[config.mk]
export PLATFORM = sky130hd
export DESIGN_NAME = spi_status_unit
export DESIGN_NICKNAME = d
export VERILOG_FILES = /design/src/rtl/spi_sr_pkg.sv /design/src/rtl/spi_sr_sync.sv /design/src/rtl/spi_sr_frame.sv /design/src/rtl/spi_sr_regs.sv /design/src/rtl/spi_status_unit.sv
export SDC_FILE = /design/constraint.sdc
export NUM_CORES = 1
export LEC_CHECK = 0
export BUFFER_PORTS_ARGS = -buffer_cell sky130_fd_sc_hd__buf_4
export CAP_MARGIN = 5
export CORE_MARGIN = 3
export CORE_UTILIZATION = 54
export DETAILED_ROUTE_END_ITERATION = 6
export PLACE_DENSITY = 0.78
export SYNTH_ARGS = -nofsm -noshare
export SYNTH_HDL_FRONTEND = slang
export SYNTH_SLANG_ARGS = --single-unit
[constraint.sdc]
create_clock -name clk -period 2.5 [get_ports clk]
set_input_delay 0.125 -clock clk [delete_from_list [all_inputs] [get_ports clk]]
set_output_delay 0.125 -clock clk [all_outputs]
set_load 0.01 [all_outputs]
[src/rtl/spi_sr_pkg.sv]
package spi_sr_pkg;
  localparam logic [7:0] OP_READ_STAT  = 8'h05;
  localparam logic [7:0] OP_WRITE_STAT = 8'h01;
  localparam logic [7:0] OP_SET_WEL    = 8'h06;

  // Writable fields arrive as {wpe, bp1, bp0}
  typedef struct packed {
    logic       wpe;
    logic [1:0] bp;
  } prot_t;

  function automatic logic [7:0] pack_status(prot_t p, logic wel, logic busy);
    return {p.wpe, 3'b000, p.bp, wel, busy};
  endfunction
endpackage

[src/rtl/spi_sr_sync.sv]
module spi_sr_sync #(
  parameter int          WIDTH     = 1,
  parameter int          STAGES    = 2,
  parameter logic [WIDTH-1:0] RST_VAL = '0
) (
  input  logic             clk,
  input  logic             rst_ni,
  input  logic [WIDTH-1:0] d_i,
  output logic [WIDTH-1:0] q_o
);
  logic [WIDTH-1:0] chain_q [STAGES];

  for (genvar s = 0; s < STAGES; s++) begin : g_stage
    logic [WIDTH-1:0] src;
    if (s == 0) begin : g_first
      assign src = d_i;
    end else begin : g_next
      assign src = chain_q[s-1];
    end
    always_ff @(posedge clk or negedge rst_ni) begin
      if (!rst_ni) chain_q[s] <= RST_VAL;
      else         chain_q[s] <= src;
    end
  end

  assign q_o = chain_q[STAGES-1];
endmodule

[src/rtl/spi_sr_frame.sv]
module spi_sr_frame
  import spi_sr_pkg::*;
(
  input  logic       clk,
  input  logic       rst_ni,
  input  logic       cs_n_i,
  input  logic       sck_i,
  input  logic       mosi_i,
  input  logic [7:0] status_i,
  output logic       miso_o,
  output logic       miso_oe_o,
  output logic [7:0] op_o,
  output prot_t      wr_bits_o,
  output logic       frame_end_o,
  output logic       len_one_o,
  output logic       len_two_o
);
  logic       sck_q, cs_q;
  logic [7:0] rx_q, rx_d;
  logic [2:0] bit_q, bit_d;
  logic [1:0] byte_q, byte_d;
  logic [7:0] op_q, op_d;
  prot_t      wr_q, wr_d;
  logic [7:0] tx_q, tx_d;
  logic       oe_q, oe_d;
  logic       rise, fall, rx_en, tx_en;
  logic [7:0] rx_next;

  assign rise    = sck_i & ~sck_q & ~cs_n_i;
  assign fall    = ~sck_i & sck_q & ~cs_n_i;
  assign rx_next = {rx_q[6:0], mosi_i};

  always_comb begin
    rx_d   = rx_q;
    bit_d  = bit_q;
    byte_d = byte_q;
    op_d   = op_q;
    wr_d   = wr_q;
    tx_d   = tx_q;
    oe_d   = oe_q;
    rx_en  = 1'b0;
    tx_en  = 1'b0;
    if (cs_n_i) begin
      bit_d  = '0;
      byte_d = '0;
      oe_d   = 1'b0;
    end else if (rise) begin
      rx_en = 1'b1;
      rx_d  = rx_next;
      bit_d = bit_q + 3'd1;
      if (bit_q == 3'd7) begin
        if (byte_q != 2'd3) byte_d = byte_q + 2'd1;
        if (byte_q == 2'd0) op_d = rx_next;
        if (byte_q == 2'd1) wr_d = '{wpe: rx_next[7], bp: rx_next[3:2]};
      end
    end else if (fall) begin
      tx_en = 1'b1;
      if (op_q == OP_READ_STAT && byte_q != 2'd0 && bit_q == 3'd0) begin
        tx_d = status_i;
        oe_d = 1'b1;
      end else if (oe_q) begin
        tx_d = {tx_q[6:0], 1'b0};
      end
    end
  end

  always_ff @(posedge clk or negedge rst_ni) begin
    if (!rst_ni) begin
      sck_q  <= 1'b0;
      cs_q   <= 1'b1;
      rx_q   <= '0;
      bit_q  <= '0;
      byte_q <= '0;
      op_q   <= '0;
      wr_q   <= '0;
      tx_q   <= '0;
      oe_q   <= 1'b0;
    end else begin
      sck_q  <= sck_i;
      cs_q   <= cs_n_i;
      bit_q  <= bit_d;
      byte_q <= byte_d;
      oe_q   <= oe_d;
      if (rx_en) begin
        rx_q <= rx_d;
        op_q <= op_d;
        wr_q <= wr_d;
      end
      if (tx_en) tx_q <= tx_d;
    end
  end

  assign miso_o      = tx_q[7];
  assign miso_oe_o   = oe_q;
  assign op_o        = op_q;
  assign wr_bits_o   = wr_q;
  assign frame_end_o = cs_n_i & ~cs_q;
  assign len_one_o   = (byte_q == 2'd1) && (bit_q == 3'd0);
  assign len_two_o   = (byte_q == 2'd2) && (bit_q == 3'd0);
endmodule

[src/rtl/spi_sr_regs.sv]
module spi_sr_regs
  import spi_sr_pkg::*;
(
  input  logic       clk,
  input  logic       rst_ni,
  input  logic       frame_end_i,
  input  logic [7:0] op_i,
  input  prot_t      wr_bits_i,
  input  logic       len_one_i,
  input  logic       len_two_i,
  input  logic       wp_n_i,
  input  logic       busy_i,
  output logic [7:0] status_o,
  output prot_t      prot_o,
  output logic       wel_o
);
  prot_t prot_q, prot_d;
  logic  wel_q, wel_d;
  logic  wren_done, wrsr_done, pin_lock;

  assign wren_done = frame_end_i && op_i == OP_SET_WEL    && len_one_i;
  assign wrsr_done = frame_end_i && op_i == OP_WRITE_STAT && len_two_i;
  assign pin_lock  = prot_q.wpe & ~wp_n_i;

  always_comb begin
    prot_d = prot_q;
    wel_d  = wel_q;
    if (wren_done) wel_d = 1'b1;
    if (wrsr_done) begin
      wel_d = 1'b0;
      if (wel_q && !pin_lock) prot_d = wr_bits_i;
    end
  end

  always_ff @(posedge clk or negedge rst_ni) begin
    if (!rst_ni) begin
      prot_q <= '0;
      wel_q  <= 1'b0;
    end else if (frame_end_i) begin
      prot_q <= prot_d;
      wel_q  <= wel_d;
    end
  end

  assign status_o = pack_status(prot_q, wel_q, busy_i);
  assign prot_o   = prot_q;
  assign wel_o    = wel_q;
endmodule

[src/rtl/spi_status_unit.sv]
module spi_status_unit
  import spi_sr_pkg::*;
#(
  parameter int SYNC_STAGES = 2
) (
  input  logic       clk,
  input  logic       rst_n,
  input  logic       cs_n,
  input  logic       sck,
  input  logic       mosi,
  output logic       miso,
  output logic       miso_oe,
  input  logic       wp_n,
  input  logic       busy,
  output logic [1:0] bp,
  output logic       wpe
);
  localparam int NSIG = 5;
  localparam logic [NSIG-1:0] PIN_IDLE = 5'b1_0_0_1_0; // cs_n, sck, mosi, wp_n, busy

  logic [1:0]      rst_pipe;
  logic            rst_sn;
  logic [NSIG-1:0] pins_s;
  logic            cs_n_s, sck_s, mosi_s, wp_n_s, busy_s;
  logic [7:0]      op, status;
  prot_t           wr_bits, prot;
  logic            frame_end, len_one, len_two, wel;

  always_ff @(posedge clk or negedge rst_n) begin
    if (!rst_n) rst_pipe <= '0;
    else        rst_pipe <= {rst_pipe[0], 1'b1};
  end
  assign rst_sn = rst_pipe[1];

  spi_sr_sync #(.WIDTH(NSIG), .STAGES(SYNC_STAGES), .RST_VAL(PIN_IDLE)) i_sync (
    .clk    (clk),
    .rst_ni (rst_sn),
    .d_i    ({cs_n, sck, mosi, wp_n, busy}),
    .q_o    (pins_s)
  );
  assign {cs_n_s, sck_s, mosi_s, wp_n_s, busy_s} = pins_s;

  spi_sr_frame i_frame (
    .clk         (clk),
    .rst_ni      (rst_sn),
    .cs_n_i      (cs_n_s),
    .sck_i       (sck_s),
    .mosi_i      (mosi_s),
    .status_i    (status),
    .miso_o      (miso),
    .miso_oe_o   (miso_oe),
    .op_o        (op),
    .wr_bits_o   (wr_bits),
    .frame_end_o (frame_end),
    .len_one_o   (len_one),
    .len_two_o   (len_two)
  );

  spi_sr_regs i_regs (
    .clk         (clk),
    .rst_ni      (rst_sn),
    .frame_end_i (frame_end),
    .op_i        (op),
    .wr_bits_i   (wr_bits),
    .len_one_i   (len_one),
    .len_two_i   (len_two),
    .wp_n_i      (wp_n_s),
    .busy_i      (busy_s),
    .status_o    (status),
    .prot_o      (prot),
    .wel_o       (wel)
  );

  assign bp  = prot.bp;
  assign wpe = prot.wpe;
endmodule

==> impl_results.md <==
- DIE AREA: between 4000 and 5000 sq um
- Synth cell types: 32
- Setup slack after placement: 0.1183 ns
- Worst R2R Setup Slack: 0.12 ns
- Initial Util: 57.87%
- Worst setup margin: around 0.12 ns
- Peak fanout along the critical path: 5
- Synth area leaders: dfrtp_1, mux2_2, dfstp_2
- Final design utilization: 66.48%
- Peak supply drop: 0.6398 mV
- # diodes: 0
- Crit path cell chain: inv_1 > ha_1 > or4b_4 > or2_1 > or4b_4 > mux2_4
- FF-to-FF path depth: 6
- Hold slack final: 0.1555 ns
- Global-route wire length before repair: 5.499 mm
- CP startpoint kind: flop
- Post-Route WL: 3.117 mm
- Synth async-reset ratio: 100.0%
- Fin area: 2288 sq um
- Yosys reg bits: 50
- Worst Hold Class: input port to async pin
- Wire per inst: around 15 um
- Synthesized area per cell: 14.33 sq um
- Primary FF master, synth: dfrtp_1
- Tcrit/Tclk final: 95.12%
- Row cnt: 21
- Detailed Route Iter0 Violations: 38
- Number of gates resized after cts: 0
- Final hold violation count: 0
- HPWL Detailed: 2.256 mm
- Required time of the critical path: 2.68 ns
- Synthesis Warnings: 0
- H-tree depth: 2
- Syn Nets: 153
- Clock slew at reported path FFs: 0.08 ns
- CTS root buf: clkbuf_8
- Initial antenna violation count: 0
- Status: completed
- F_max: roughly 420 MHz
- Reg-to-reg critical path endpoint: i_regs.prot_o[0]$_DFFE_PN0P_
- Mapped Cells: 139
- ANT nets after route: 0
- Drt first pass iters: 4
- P per Cell Area: 644.7 nW/um^2
- Synth Cell Area: 1992 sq um
- Largest net degree at the start of global routing: 49
- Post-CTS Setup Bufs: 0
- Slowest cell on the critical path: or4b_4
- Post-CTS Hold Fix Bufs: 6
- Pins Over Slew Limit: 0
- Die height: 66.74 um
- Most frequent cell on the critical path: or4b_4
- CP max stage delay: approximately 0.57 ns
- Vias in the first global route: 1,198
- Fraction of layout cells with a size suffix above 1: between 30% and 40%
- Seq/Total Area, Yosys: between 60% and 70%
- Final GP Congestion: 0.7658
- IO Count: 12
- Crit Path Category: flop to flop
- Skew-Pair Late Insertion Delay: a little under 0.3 ns
- Max_cap viols: 0
- Worst Path Arrival: 2.56 ns
- Setup tns final: 0 ns
- GRT Util Overall: 17.16%
- DRC: 0
- Relative slew slack: 34.07%
- Synth area leader: dfrtp_1
- Vias per cell: approximately 5.4
- Min cycle time layout: 2.378 ns
- Share of the synthesized area in the top cell type: between 50% and 60%
- Inserted Clock Buffers: 5
- DR vias: 1,131
- Cell Area, Placed: 2137 sq um
- IO Port Bufs: 11
- Die X-Extent: approximately 67 um
- Final setup viols: 0
- RSZ-0062 raised after global routing: false
- Clock Tree Buf Depth: 2
- Core region area: 3442 sq um
- CTS tree: yes
- Origin of the critical flop-to-flop path: i_frame.bit_q[0]$_DFFE_PN0P_
- Clock skew: 0.006408 ns
- Worst Tran Pin Value: 0.9889 ns
- CP endpoint kind: flop
- Pleak: 0.001085 uW
- Congestion Overflow GR: 0
- Clock sinks: 50
- Area grow syn2layout: 14.89%
- Post-synth EDFFs: 0
- Final nets: approximately 180
==> worst max-delay path: cells and delay by family (launching register included) <==
kind / cells / cell delay, ns
and+or+nand+nor: 3 / 1.32
buffers and inverters: 1 / 0.10
muxes: 1 / 0.31
adders and majority gates: 1 / 0.14
DFF: 1 / 0.39
==> power by group <==
part	switching, uW	leakage (uW)	internal, uW
logic	25.8	0.000389	58.1
registers	58.7	0.000647	871
clock network	239	0.0000482	223
total	323	0.00108	1150
==> worst max-delay path by stage <==
| stage | startpoint | endpoint | slack [ns] | depth (start not counted) |
|---|---|---|---|---|
| finish | i_frame.bit_q[0]$_DFFE_PN0P_ | i_regs.prot_o[0]$_DFFE_PN0P_ | 0.12 | 6 |
| global route | i_frame.bit_q[0]$_DFFE_PN0P_ | i_regs.prot_o[0]$_DFFE_PN0P_ | 0.01 | 6 |
| CTS | i_frame.bit_q[0]$_DFFE_PN0P_ | i_regs.prot_o[0]$_DFFE_PN0P_ | 0.10 | 6 |
| detailed placement | i_frame.bit_q[0]$_DFFE_PN0P_ | i_regs.prot_o[0]$_DFFE_PN0P_ | 0.12 | 6 |
| global placement | i_frame.bit_q[0]$_DFFE_PN0P_ | i_regs.prot_o[0]$_DFFE_PN0P_ | 0.20 | 6 |
| floorplan | i_frame.bit_q[0]$_DFFE_PN0P_ | i_regs.prot_o[0]$_DFFE_PN0P_ | 0.23 | 6 |
==> per-layer routing <==
metal	vias up	share of wire [%]	global-route usage, %
li1	540	-	-
met1	576	45	20.81
met2	11	50	27.48
met3	4	2.7	6.071
met4	0	1.4	7.614
met5	-	0	0
==> layout make-up <==
| class | instances | area [sq um] |
|---|---|---|
| flip-flops and latches | 50 | 1259 |
| clock buffers | 7 | 86.33 |
| clock inverters | 1 | 5.005 |
| well taps | 46 | 57.56 |
| repair buffers | 19 | 157.7 |
| multi-input cells | 81 | 704.4 |
| inverters | 5 | 18.77 |
| fillers | 254 | 1154 |
==> layout by cell type, fill, tap and decap left out, drive strengths merged, types with 3 or more instances in the layout <==
master,n
buf,13
nand3,3
dfrtp,45
mux2i,3
ha,7
dlygate4sd3,6
mux2,20
clkbuf,7
or4b,3
nor2,9
a22o,3
o22ai,4
dfstp,5
inv,5
a2bb2oi,4
==> registers in the layout (all words and copies together) (netlist names), 2 cells and up <==
name,count
i_frame.wr_bits_o,3
i_frame.op_o,8
i_frame.tx_q,8
rst_pipe,2
i_frame.rx_q,7
i_regs.prot_o,3
i_sync.g_stage.src,5
i_sync.q_o,5
i_frame.bit_q,3
i_frame.byte_q,2
==> synth_stat cells (3+ instances only) <==
library cell,count
nor2_1,9
dfstp_2,5
o22ai_1,4
inv_1,5
ha_1,7
a2bb2oi_1,4
dfrtp_1,45
a22o_1,3
clkbuf_1,3
or4b_4,3
nand3_1,3
mux2i_1,3
mux2_2,18
==> per-stage QoR <==
step | power (uW) | cells
2_1_floorplan | 985.8 | 139
3_3_place_gp | 1016 | 195
3_5_place_dp | 1025 | 195
6_report | 1475 | 209
5_1_grt | 1543 | 209
4_1_cts | 1493 | 209
==> cells by family (layout without fill, tap and decap cells) <==
logic type	count (synthesis)	in the layout	synth area share [%]
adder cells (fa/ha/maj)	7	7	4.397
buffers and inverters	8	32	1.508
flip-flops	50	50	63.13
multiplexers	23	23	13.19
AND/OR/NAND/NOR	30	30	9.485
AO/OA/AOI/OAI	18	18	7.224
other	1	1	0.1883
XOR/XNOR	2	2	0.8796
Power figures use the tool's default switching activity.
